### config.mk
export PLATFORM = sky130hd
export DESIGN_NAME = lw_sram
export DESIGN_NICKNAME = d
export VERILOG_FILES = /design/src/rtl/lw_sram.sv
export SDC_FILE = /design/constraint.sdc
export NUM_CORES = 1
export LEC_CHECK = 0
export CORE_MARGIN = 2
export CORE_UTILIZATION = 45
export DETAILED_ROUTE_END_ITERATION = 10
export DONT_BUFFER_PORTS = 1
export MAX_ROUTING_LAYER = met4
export PLACE_DENSITY = 0.71
export RECOVER_POWER = 50
export SYNTH_ARGS = -nofsm -noshare
export SYNTH_HDL_FRONTEND = slang
export SYNTH_SLANG_ARGS = --single-unit
### constraint.sdc
create_clock -name clk -period 3.1 [get_ports clk]
set_clock_uncertainty 0.1 [all_clocks]
set_input_delay 0.155 -clock clk [delete_from_list [all_inputs] [get_ports clk]]
set_output_delay 0.155 -clock clk [all_outputs]
set_load 0.005 [all_outputs]
### src/rtl/lw_sram.sv
module lw_sram #(
  parameter int AW     = 4,
  parameter int LANES  = 4,
  parameter int LANE_W = 9
) (
  input  logic                      clk,
  input  logic                      rst_n,
  input  logic                      sleep,
  input  logic                      sel,
  input  logic                      wr,
  input  logic [LANES-1:0]          be,
  input  logic [AW-1:0]             addr,
  input  logic [LANES*LANE_W-1:0]   wdata_in,
  output logic [LANES*LANE_W-1:0]   rdata_out,
  output logic                      rdata_oe
);
  localparam int DW    = LANES * LANE_W;
  localparam int DEPTH = 1 << AW;

  logic [DW-1:0]    mem [DEPTH];
  logic             wq, rq, vq;
  logic [AW-1:0]    aq;
  logic [LANES-1:0] beq;
  logic             hv;
  logic [AW-1:0]    ha;
  logic [LANES-1:0] hbe;
  logic [DW-1:0]    hd;
  logic [DW-1:0]    dq;
  logic [DW-1:0]    merged;

  wire rd_cmd  = !sleep && sel && !wr;
  wire wr_cmd  = !sleep && sel && wr;
  wire take_wd = wq && !sleep;
  wire hit     = hv && (ha == aq);

  for (genvar l = 0; l < LANES; l++) begin : g_lane
    assign merged[l*LANE_W +: LANE_W] = (hit && hbe[l]) ? hd[l*LANE_W +: LANE_W]
                                                        : mem[aq][l*LANE_W +: LANE_W];
  end

  always_ff @(posedge clk) begin
    if (!rst_n) begin
      wq <= 1'b0; rq <= 1'b0; vq <= 1'b0;
      aq <= '0; beq <= '0;
      hv <= 1'b0; ha <= '0; hbe <= '0; hd <= '0;
      dq <= '0;
    end else begin
      wq <= wr_cmd;
      rq <= rd_cmd;
      vq <= rq && !sleep;
      if (sel && !sleep) begin
        aq  <= addr;
        beq <= be;
      end
      if (take_wd) begin
        hv  <= 1'b1;
        ha  <= aq;
        hbe <= beq;
        hd  <= wdata_in;
      end
      if (rq && !sleep) dq <= merged;
    end
  end

  always_ff @(posedge clk) begin
    if (!rst_n) begin
      for (int i = 0; i < DEPTH; i++) mem[i] <= '0;
    end else if (take_wd && hv) begin
      for (int l = 0; l < LANES; l++)
        if (hbe[l]) mem[ha][l*LANE_W +: LANE_W] <= hd[l*LANE_W +: LANE_W];
    end
  end

  assign rdata_out = dq;
  assign rdata_oe  = vq && !sleep;
endmodule


### Word-level counts from Yosys, hierarchy flattened

Memories as Yosys holds them, arrays and structs flattened. A register that Yosys moved wholly into a read port is not among the register bits.
Index checks and enable logic that the tools add are counted.

| storage, ports and cells | value |
|---|---|
| input bits | 49 |
| memory bits (writable) | 576 |
| word-level logic and storage cells | 53 |
| output and inout port bits | 37 |
| memories | 1 |
| bits in registers | 92 |

Memory list:

| name | words | bits a word | rd ports | clocked after Yosys merged registers in | wr ports | RTL line | text |
|---|---|---|---|---|---|---|---|
| mem | 16 | 36 | 1 | 1 | 16 | 20 | `logic [DW-1:0] mem [DEPTH];` |

| operators by class | value |
|---|---|
| equal/unequal tests | 1 |
| reduce and logical (&&, ||, !) cells | 15 |
| mux-type cells | 26 |

Operator list:

| kind | count |
|---|---|
| two-way mux 36 bit | 1 |
| two-way mux 9 bit | 4 |
| OR reduction 36 bit | 1 |
| two-way mux 1 bit | 17 |
| two-way mux 4 bit | 4 |
| logical AND 1 bit | 12 |
| == test 4 bit | 1 |
| logical NOT 1 bit | 2 |

### Depth between registers and ports, before layout

Gate-level depths: netlist of the first run.

| logic depth | value |
|---|---|
| depth in word-level cells | 8 |
| gate-level depth with buffers | 8 |
| mapped depth without buffers | 4 |

### Worst setup path after synthesis of the first run

Ideal clock, no wire load.

| path | value |
|---|---|
| kind | reg-to-reg |
| start | register wq |
| end | memory mem[0][10] (netlist bit), enable pin |
| library setup time | 0.387 ns |
| path buffers | 3 |
| path slack | 0.736 ns |
| data required time | 2.613 ns |
| data arrival time | 1.877 ns |
| cell stages (with the launch flop) | 8 |
| clock period less this slack | 2.364 ns |
| cell sequence | dfxtp_1 > nor2b_1 > buf_2 > and3_1 > buf_2 > nand2_2 > clkbuf_1 > o21ai_0 |

RTL lines:

| item | RTL line | text |
|---|---|---|
| from (decl) | 21 | `logic wq, rq, vq;` |
| from (signal assigned) | 48 | `wq <= wr_cmd;` |
| to (decl) | 20 |  |

==> metrics.md, run 1 <==
| Metric | Value |
|---|---|
| Critical path startpoint category | `flip-flop` |
| Routed length per placed instance | `25.29 um` |
| Nets@finish | `roughly 2200` |
| Initial antenna violation count | `0` |
| Max H-tree Level | `3` |
| Clk pin slew, worst setup/hold paths | `0.06 ns` |
| Initial cell density of the core | `45.44%` |
| Fin crit period | `between 2 and 3 ns` |
| Max-slew violation count | `0` |
| Post-route DRC | `0` |
| Clock buffer depth | `3` |
| Status | `complete, no violations` |
| Max Fclk | `between 300 and 400 MHz` |
| Port-buffer cells | `0` |
| Vias per cell | `~6.3` |
| P&R area growth vs syn | `14.40%` |
| Largest net degree at the start of global routing | `141` |
| Total Routing Usage GR | `between 20% and 30%` |
| Syn. warnings | `0` |
| Slew HR | `19.35%` |
| CTS buffer count | `66` |
| Final GP Congestion | `between 0.8 and 0.9` |
| Worst min-delay path category | `in -> reg` |
| Max IR drop VDD | `about 0.34 mV` |
| Endpoints failing hold | `0` |
| RSZ-0062 raised after global routing | `no` |
| Antenna diodes | `0` |
| Chip width | `roughly 260 um` |
| Setup tns final | `0 ns` |
| Switching portion of total power | `21.18%` |
| Die area | `around 67000 sq um` |
| Reg2reg start | `ha[2]` |
| Num rows | `93` |
| Worst-path fanout max | `20` |
| Part of the power in registers | `a little over half` |
| Final WL | `between 70000 and 80000 um` |
| Pwr Density | `around 580 nW/um^2` |
| Height of the die | `roughly 260 um` |
| Overflow after GRT | `0` |
| Final period util | `slightly above 90%` |
| #FFs+latches synth | `about 670` |
| DR iter-0 viols | `~2600` |
| Boundary Pins | `86` |
| Sequential share of the synthesized area | `approximately 66%` |
| Number of global-route vias before repair | `approximately 19000` |
| Share of cells above drive strength 1 | `between 15 and 20%` |
| Worst setup EP type | `flip-flop` |
| Hpwl dp | `around 49000 um` |
| Netlist cell types | `28` |
| Post-Syn Instances | `2141` |
| P_sw | `slightly above 4 mW` |
| TritonCTS clock tree | `yes` |
| Vias after detailed routing | `about 19000` |
| Final setup viols | `0` |
| Post-CTS sizing | `0` |
| Crit path kind | `reg -> reg` |
| Leak pwr | `10.29 nW` |
| Worst Path Arrival | `slightly above 3 ns` |
| Slew @ Worst Pin | `around 1.2 ns` |
| Req. time, crit path | `between 3 and 4 ns` |
| Drt pass-1 iters | `5` |
| Critical Path Start | `ha[2]` |
| Clock Latency Late Sink | `slightly above 0.6 ns` |
| Syn_nets | `about 2200` |
| Clock sink count | `~670` |
| Setup bufs post-CTS | `0` |
| Post-Syn Area | `between 20000 and 30000 sq um` |
| Antenna Violating Nets Remaining | `0` |
| Min-delay src | `rst_n` |
| Root Buffer | `clkbuf_16` |
| Core ar. | `roughly 64000 sq um` |
| Max Cap Viol | `0` |
| Clock power frac | `between 40% and 50%` |
| Power Internal | `between 15 and 20 mW` |
| Comb power frac | `5.2%` |
| Worst hold slack | `about 0.13 ns` |
| Syn_area_per_cell | `13.66 sq um` |
| Global-route wire length before repair | `between 100000 and 150000 um` |
## routing by layer
layer | up-vias | GRT usage [%] | routed length [um]
li1 | 8356 | - | -
met4 | 0 | 8.735 | 2676
met5 | - | - | 0
met3 | 163 | 5.556 | 8868
met1 | 9823 | 31.57 | 29400
met2 | 1154 | 36.83 | 37430
## worst paths after layout
path	end	slack, ns	cells after the start
hold reg to reg	hd[32]	0.37	2
setup / recovery	mem[13][7]	0.25	5
hold / removal	rq	0.13	3
setup reg to reg	mem[13][7]	0.25	5
## worst max-delay path: stages (launching register included)
cell and delay (ns):
dfxtp_1 0.55, nor2b_1 0.34, nand3_1 0.65, buf_4 0.49, o21ai_0 0.19, buf_4 0.22
## registers in the layout, summed over array words and instances (netlist names), named ones only
register,count
wq,1
vq,1
rq,1
hd,36
ha,4
hbe,4
hv,1
mem,576
aq,4
beq,4
rdata_out,36
## cells in the mapped netlist, drive strengths merged
master | number | share of area, %
a31o | 4 | 0.12
nand3 | 10 | 0.17
inv | 1 | 0.013
and3 | 3 | 0.064
edfxtp | 576 | 59
nor2b | 11 | 0.24
nor3 | 576 | 9.9
nor2 | 40 | 0.51
a21boi | 52 | 1.3
nand2b | 2 | 0.043
and4 | 1 | 0.030
a22o | 72 | 2.2
o21a | 1 | 0.026
clkbuf | 173 | 2.2
and2 | 1 | 0.021
o21ai | 64 | 1.1
dfxtp | 96 | 6.6
nand4 | 1 | 0.021
nand2 | 155 | 2.0
mux4 | 144 | 11
buf | 82 | 1.5
xnor2 | 4 | 0.15
o221ai | 36 | 1.1
clkinv | 36 | 0.46
## metrics by stage
| stage | setup slack [ns] | power, mW | util (%) | instances | instance area, sq um |
|---|---|---|---|---|---|
| 2_1_floorplan | 0.7359 | 10.95 | - | 2141 | 29240 |
| 3_3_place_gp | 0.4897 | 11.26 | 47.60 | 2895 | 30630 |
| 3_5_place_dp | 0.3656 | 11.30 | 47.60 | 2895 | 30630 |
| 4_1_cts | 0.3203 | 19.28 | 52.30 | 3099 | 33650 |
| 5_1_grt | 0.1411 | 19.71 | 51.98 | 3099 | 33450 |
| 6_report | 0.2546 | 19.25 | 51.98 | 3099 | 33450 |
## power groups by stage
| stage | sequential [mW] | combinational, mW | clock, mW |
|---|---|---|---|
| after floorplan | 10.3 | 0.614 | 0 |
| after CTS | 10.2 | 0.988 | 8.07 |
| after global routing | 10.2 | 1.05 | 8.42 |
| final | 10.2 | 0.993 | 8.04 |
| after global placement | 10.4 | 0.872 | 0 |
| after detailed placement | 10.4 | 0.891 | 0 |
## timing repair
item                       CTS  global route
setup endpoints to repair    0             0
hold endpoints to repair   654             0
hold buffers                85             0
## layout make-up
| cell class | instances | area, sq um |
|---|---|---|
| fillers | 5143 | 30900 |
| flip-flops and latches | 672 | 19230 |
| multi-input cells | 1177 | 8823 |
| inverters | 37 | 138.9 |
| clock buffers | 93 | 1941 |
| clock inverters | 26 | 215.2 |
| well taps | 855 | 1070 |
| repair buffers | 239 | 2036 |
## kinds of logic (layout without fill, tap and decap cells)
kind of cell	Yosys count	count (layout)	share of synthesized area [%]
compound gates	229	229	5.811
flops	672	672	65.73
simple gates	800	800	12.98
xor+xnor	4	4	0.1455
mux	144	144	11.09
buf+inv	292	395	4.241
## layout by cell type (no fill, tap or decap), types with 41 or more instances in the layout
| master | synthesis | layout |
|---|---|---|
| clkbuf_1 | 173 | 52 |
| dfxtp_1 | 96 | 94 |
| nand2_1 | 151 | 153 |
| edfxtp_1 | 576 | 576 |
| buf_4 | 0 | 97 |
| a21boi_0 | 52 | 52 |
| clkinv_1 | 36 | 41 |
| a22o_1 | 72 | 72 |
| dlygate4sd3_1 | 0 | 84 |
| o21ai_0 | 64 | 64 |
| nor3_1 | 576 | 576 |
| mux4_2 | 144 | 144 |
| clkbuf_16 | 0 | 72 |
(Power assumes the default switching activity.)
==> run 2, diff against run 1 <==
--- a/config.mk
+++ b/config.mk
@@ -6,12 +6,13 @@
 export NUM_CORES = 1
 export LEC_CHECK = 0
 export CORE_MARGIN = 2
-export CORE_UTILIZATION = 45
+export CORE_UTILIZATION = 55
 export DETAILED_ROUTE_END_ITERATION = 10
 export DONT_BUFFER_PORTS = 1
 export MAX_ROUTING_LAYER = met4
-export PLACE_DENSITY = 0.71
+export PLACE_DENSITY_LB_ADDON = 0.2
 export RECOVER_POWER = 50
+export REMOVE_ABC_BUFFERS = 1
 export SYNTH_ARGS = -nofsm -noshare
 export SYNTH_HDL_FRONTEND = slang
 export SYNTH_SLANG_ARGS = --single-unit
==> run 2 against run 1 <==
Combinational power barely moved. Non-clock buffer count grew 10. First-iteration DRC count is 0.31% higher. Global-route usage up 5.6 points. Via count decreased by 0.97%. Register-to-register slack improved by 0.06 ns. Critical endpoint is now mem[6][29]. Largest power group unchanged. Highest routed layer unchanged. Clock-buffer cell count is 5 lower.
==> metrics.md, run 2 (synthesis results as in run 1) <==
| Metric | Value |
|---|---|
| Chip width | `234.6 um (-9.4%)` |
| Number of global-route vias before repair | `18880 (-1.7%)` |
| Clk pin slew, worst setup/hold paths | `0.06 ns (about the same)` |
| Final GP Congestion | `0.8583 (-0.61%)` |
| Routed length per placed instance | `26.33 um (+4.1%)` |
| Utilization after layout | `63.66% (+12 points)` |
| Clock Latency Late Sink | `0.62 ns (about the same)` |
| Final setup viols | `0 (unchanged)` |
| Final WL | `77710 um (-0.84%)` |
| Comb power frac | `5.1% (about the same)` |
| CP top delay family | `buffers and inverters` |
| Worst-path fanout max | `40 (+100%)` |
| Max Fclk | `359.5 MHz (+2.3%)` |
| Part of the power in registers | `52.1% (-1.0 points)` |
| Largest net degree at the start of global routing | `133 (-5.7%)` |
| Die area | `55020 sq um (-18%)` |
| Drt pass-1 iters | `6 (+1)` |
| Critical path startpoint category | `flip-flop` |
| Commonest non-fill, non-tap cells in the layout | `nor3_1, edfxtp_1, nand2_1, mux4_2, buf_4` |
| Max stage delay cell, worst path | `clkbuf_2` |
| Max incr delay on CP | `0.70 ns (+0.05 ns)` |
| Vias after detailed routing | `19310 (-0.97%)` |
| Hpwl dp | `46940 um (-4.2%)` |
| Cells along the critical path | `nor2_1, nand3_2, clkbuf_2, o21ai_0, buf_4` |
| Max-slew violation count | `0 (unchanged)` |
| P_sw | `4.185 mW (+2.6%)` |
| Clock buffer depth | `3 (unchanged)` |
| Nets@finish | `2255 (+0.58%)` |
| Post-CTS Hold Buffers | `90 (+5.9%)` |
| RSZ-0062 raised after global routing | `no` |
| Total Routing Usage GR | `29.70% (+5.6 points)` |
| Switching portion of total power | `21.35% (+0.16 points)` |
| Global-route wire length before repair | `117000 um (-0.92%)` |
| Num rows | `84 (-9.7%)` |
| Power Internal | `15.42 mW (+1.6%)` |
| Clock power frac | `42.8% (+1.0 points)` |
| Final worst slack | `0.3182 ns (+0.06358 ns)` |
| Height of the die | `234.6 um (-9.4%)` |
| DR iter-0 viols | `2603 (+0.31%)` |
| Overflow after GRT | `0 (unchanged)` |
| Crit path kind | `reg -> reg` |
| Worst Path Arrival | `2.99 ns (-0.05 ns)` |
| Slew @ Worst Pin | `1.253 ns (+0.04295 ns)` |
| Pwr Density | `586.1 nW/um^2 (+1.8%)` |
| Worst path buffer plus inverter count | `2 (unchanged)` |
| Biggest register | `mem` |
| CTS buffer count | `69 (+4.5%)` |
| Worst min-delay path category | `in -> reg` |
| Core ar. | `52550 sq um (-18%)` |
| Endpoints failing hold | `0 (unchanged)` |
| Share of cells above drive strength 1 | `17.03% (+0.27 points)` |
| Max Cap Viol | `0 (unchanged)` |
| Antenna Violating Nets Remaining | `0 (unchanged)` |
| Max H-tree Level | `3 (unchanged)` |
| Worst setup EP type | `flip-flop` |
| TritonCTS clock tree | `yes` |
| Vias per cell | `6.540 (+4.0%)` |
| Initial cell density of the core | `55.64% (+10 points)` |
| Setup bufs post-CTS | `0 (unchanged)` |
| Post-CTS sizing | `0 (unchanged)` |
| Initial antenna violation count | `3 (+3)` |
| Clock sink count | `672 (unchanged)` |
| Root Buffer | `clkbuf_16` |
| Flip-flop count of the largest register after layout | `576 (unchanged)` |
| Fin crit period | `2.782 ns (-0.06358 ns)` |
| Post-route DRC | `0 (unchanged)` |
| Req. time, crit path | `3.31 ns (+0.02 ns)` |
| Slew HR | `16.49% (-2.9 points)` |
| Port-buffer cells | `0 (unchanged)` |
| Max IR drop VDD | `0.3778 mV (+13%)` |
| Setup WS pre-CTS | `0.6771 ns (+0.3115 ns)` |
| Boundary Pins | `86 (unchanged)` |
| Leak pwr | `10.45 nW (+1.6%)` |
| P&R area growth vs syn | `14.42% (about the same)` |
| Final period util | `89.74% (-2.1 points)` |
| Status | `complete, no violations` |
==> run 2: layer usage <==
metal | wire length, um | share of wire [%] | global-route usage, % | vias up
li1 | - | - | - | 8421
met3 | 7649 | 9.8 | 5.487 | 126
met5 | 0 | 0 | - | -
met2 | 36440 | 47 | 44.15 | 1036
met1 | 31700 | 41 | 42.44 | 9724
met4 | 1921 | 2.5 | 8.412 | 0
==> run 2: power groups by stage <==
stage	combinational (mW)	sequential, mW	clock, mW
after floorplan	0.574	10.4	0
after global placement	0.884	10.4	0
after detailed placement	0.902	10.4	0
after CTS	0.993	10.2	8.47
after global routing	1.05	10.2	8.82
final	0.992	10.2	8.40
==> run 2: worst paths after layout <==
kind | from | slack (ns) | to | cells after the start
max reg2reg | ha[3] | 0.32 | mem[6][29] | 5
min reg2reg | beq[1] | 0.37 | hbe[1] | 2
max | ha[3] | 0.32 | mem[6][29] | 5
min | sleep | 0.11 | beq[0] | 3
==> run 2: final cells by class <==
cell class | count | area [sq um]
sequential | 672 | 19230
inverter | 37 | 138.9
clock buffer | 88 | 1872
timing repair buffer | 249 | 2102
fill | 3872 | 19100
tap | 688 | 860.8
clock inverter | 38 | 389.1
multi-input combinational | 1177 | 8859
antenna | 3 | 7.507
==> run 2: worst register-to-register path: cells and delay by family, from the launching register on <==
| family | cells | cell delay [ns] |
|---|---|---|
| compound gates | 1 | 0.62 |
| buf+inv | 2 | 0.94 |
| simple gates | 2 | 0.39 |
| flops | 1 | 0.44 |
==> run 2: stage by stage <==
stage	instances	total power [mW]	cell area [sq um]	setup TNS [ns]	hold WS [ns]
5_1_grt	2952	20.11	33450	0	0.1256
4_1_cts	2949	19.68	33620	0	0.01347
3_5_place_dp	2733	11.30	30440	0	0.1305
6_report	2952	19.61	33450	0	0.1090
3_3_place_gp	2733	11.27	30440	0	0.1277
2_1_floorplan	1886	10.97	28140	-1759.13	0.1265
==> run 3, diff against run 2 <==
--- a/config.mk
+++ b/config.mk
@@ -10,7 +10,7 @@
 export DETAILED_ROUTE_END_ITERATION = 10
 export DONT_BUFFER_PORTS = 1
 export MAX_ROUTING_LAYER = met4
-export PLACE_DENSITY_LB_ADDON = 0.2
+export PLACE_DENSITY = 0.76
 export RECOVER_POWER = 50
 export REMOVE_ABC_BUFFERS = 1
 export SYNTH_ARGS = -nofsm -noshare
==> run 3 against run 2 <==
Fmax barely moved. Total power fell by 1.1%. Design area shrank 0.33%.
==> metrics.md, run 3 (synthesis results as in run 1) <==
| Metric | Value |
|---|---|
| Die area | `55020 sq um (unchanged)` |
| Max Cap Viol | `0 (unchanged)` |
| Pwr Density | `581.4 nW/um^2 (-0.80%)` |
| Final worst slack | `0.3193 ns (+0.001155 ns)` |
| RSZ-0062 raised after global routing | `no` |
| Final WL | `76790 um (-1.2%)` |
| Max Fclk | `359.6 MHz (about the same)` |
| Antenna Violating Nets Remaining | `0 (unchanged)` |
| Initial antenna violation count | `4 (+1)` |
| Final period util | `89.70% (about the same)` |
| Setup bufs post-CTS | `0 (unchanged)` |
| CP top delay family | `buffers and inverters` |
| Biggest register | `mem` |
| Slew HR | `13.61% (-2.9 points)` |
| DR iter-0 viols | `2718 (+4.4%)` |
| Total Routing Usage GR | `29.34% (-0.36 points)` |
| Routed length per placed instance | `26.06 um (-1.0%)` |
| Worst min-delay path category | `in -> reg` |
| Final GP Congestion | `0.8422 (-1.9%)` |
| Crit path kind | `reg -> reg` |
| Initial cell density of the core | `55.64% (unchanged)` |
| Core ar. | `52550 sq um (unchanged)` |
| Worst setup EP type | `flip-flop` |
| Worst-path fanout max | `79 (+98%)` |
| Max stage delay cell, worst path | `clkbuf_4` |
| Share of cells above drive strength 1 | `16.45% (-0.58 points)` |
| Max incr delay on CP | `0.54 ns (-0.16 ns)` |
| Max IR drop VDD | `0.4161 mV (+10%)` |
| Req. time, crit path | `3.27 ns (-0.04 ns)` |
| Max H-tree Level | `3 (unchanged)` |
| Overflow after GRT | `0 (unchanged)` |
| Largest net degree at the start of global routing | `104 (-22%)` |
| Worst path buffer plus inverter count | `2 (unchanged)` |
| Status | `complete, no violations` |
| Utilization after layout | `63.45% (-0.21 points)` |
| Final setup viols | `0 (unchanged)` |
| Nets@finish | `2254 (-0.044%)` |
| Global-route wire length before repair | `116700 um (-0.24%)` |
| Clock sink count | `672 (unchanged)` |
| Clock Latency Late Sink | `0.61 ns (about the same)` |
| TritonCTS clock tree | `yes` |
| Hpwl dp | `47200 um (+0.55%)` |
| Leak pwr | `10.43 nW (-0.25%)` |
| Height of the die | `234.6 um (unchanged)` |
| Post-route DRC | `0 (unchanged)` |
| P&R area growth vs syn | `14.04%` |
| Boundary Pins | `86 (unchanged)` |
| # fillers | `3812 (-1.5%)` |
| Port-buffer cells | `0 (unchanged)` |
| Num rows | `84 (unchanged)` |
| Clk pin slew, worst setup/hold paths | `0.06 ns (about the same)` |
| Chip width | `234.6 um (unchanged)` |
| CTS buffer count | `68 (-1.4%)` |
| Vias per cell | `6.603 (+0.95%)` |
| Max-slew violation count | `0 (unchanged)` |
| Worst Path Arrival | `2.95 ns (-0.04 ns)` |
| Clock buffer depth | `3 (unchanged)` |
| Number of global-route vias before repair | `19520 (+3.4%)` |
| Root Buffer | `clkbuf_16` |
| Setup WS pre-CTS | `0.4812 ns (-0.1959 ns)` |
| Fin crit period | `2.781 ns (-0.001155 ns)` |
| Commonest non-fill, non-tap cells in the layout | `nor3_1, edfxtp_1, nand2_1, mux4_2, dlygate4sd3_1` |
| Flip-flop count of the largest register after layout | `576 (unchanged)` |
| Cells along the critical path | `nor2b_1, and3_1, nand2_4, clkbuf_4, o21ai_0, clkbuf_2` |
| Endpoints failing hold | `0 (unchanged)` |
| Critical path startpoint category | `flip-flop` |
| Drt pass-1 iters | `6 (unchanged)` |
| Slew @ Worst Pin | `1.296 ns (+0.04328 ns)` |
| Final Power | `19.39 mW (-1.1%)` |
| Vias after detailed routing | `19460 (+0.78%)` |
==> run 3: where the power goes <==
part | switching [mW] | leakage, nW | internal, mW | total, mW
sequential | 0.124 | 6.57 | 10.1 | 10.2
clock | 3.37 | 1.08 | 4.82 | 8.19
combinational | 0.533 | 2.78 | 0.445 | 0.977
total | 4.03 | 10.4 | 15.4 | 19.4
==> run 3: metal layers <==
layer | wire, um | track usage (%)
met3 | 8846 | 6.432
met1 | 28810 | 39.15
met2 | 37020 | 45.81
met4 | 2117 | 8.412
met5 | 0 | -
==> run 3: repair_timing <==
action | in CTS | in global routing
hold buffers | 98 | 0
hold endpoints to repair | 641 | 0
resized for setup | 0 | 0
==> run 3: layout make-up <==
cell class / instances / area (sq um) / share of cell area (%)
flip-flops and latches: 672 / 19230 / 57.66
multi-input cells: 1177 / 8823 / 26.46
repair buffers: 249 / 2072 / 6.214
clock buffers: 97 / 1999 / 5.996
well taps: 688 / 860.8 / 2.582
clock inverters: 24 / 217.7 / 0.6529
inverters: 37 / 138.9 / 0.4165
diodes: 3 / 7.507 / 0.02251
==> run 3: final timing paths <==
| kind | start | to | slack (ns) | cells after the start |
|---|---|---|---|---|
| worst max-delay path | wq | mem[1][14] | 0.32 | 6 |
| worst max register to register | wq | mem[1][14] | 0.32 | 6 |
| worst min register to register | beq[1] | hbe[1] | 0.39 | 2 |
| worst min-delay path | sleep | flip-flop | 0.1 | 3 |
==> run 3: worst min-delay path: stages <==
cell and delay (ns):
nand2b_1 0.34, nand2_1 0.15, a21boi_0 0.09
==> run 3: stage by stage <==
stage | instances | cell area (sq um) | hold slack [ns] | setup TNS [ns]
finish | 2947 | 33350 | 0.09915 | 0
global route | 2947 | 33350 | 0.1001 | 0
CTS | 2944 | 33560 | 0.009317 | 0
detailed placement | 2725 | 30350 | 0.1343 | 0
global placement | 2725 | 30350 | 0.1308 | 0
floorplan | 1886 | 28140 | 0.1265 | -1759.13
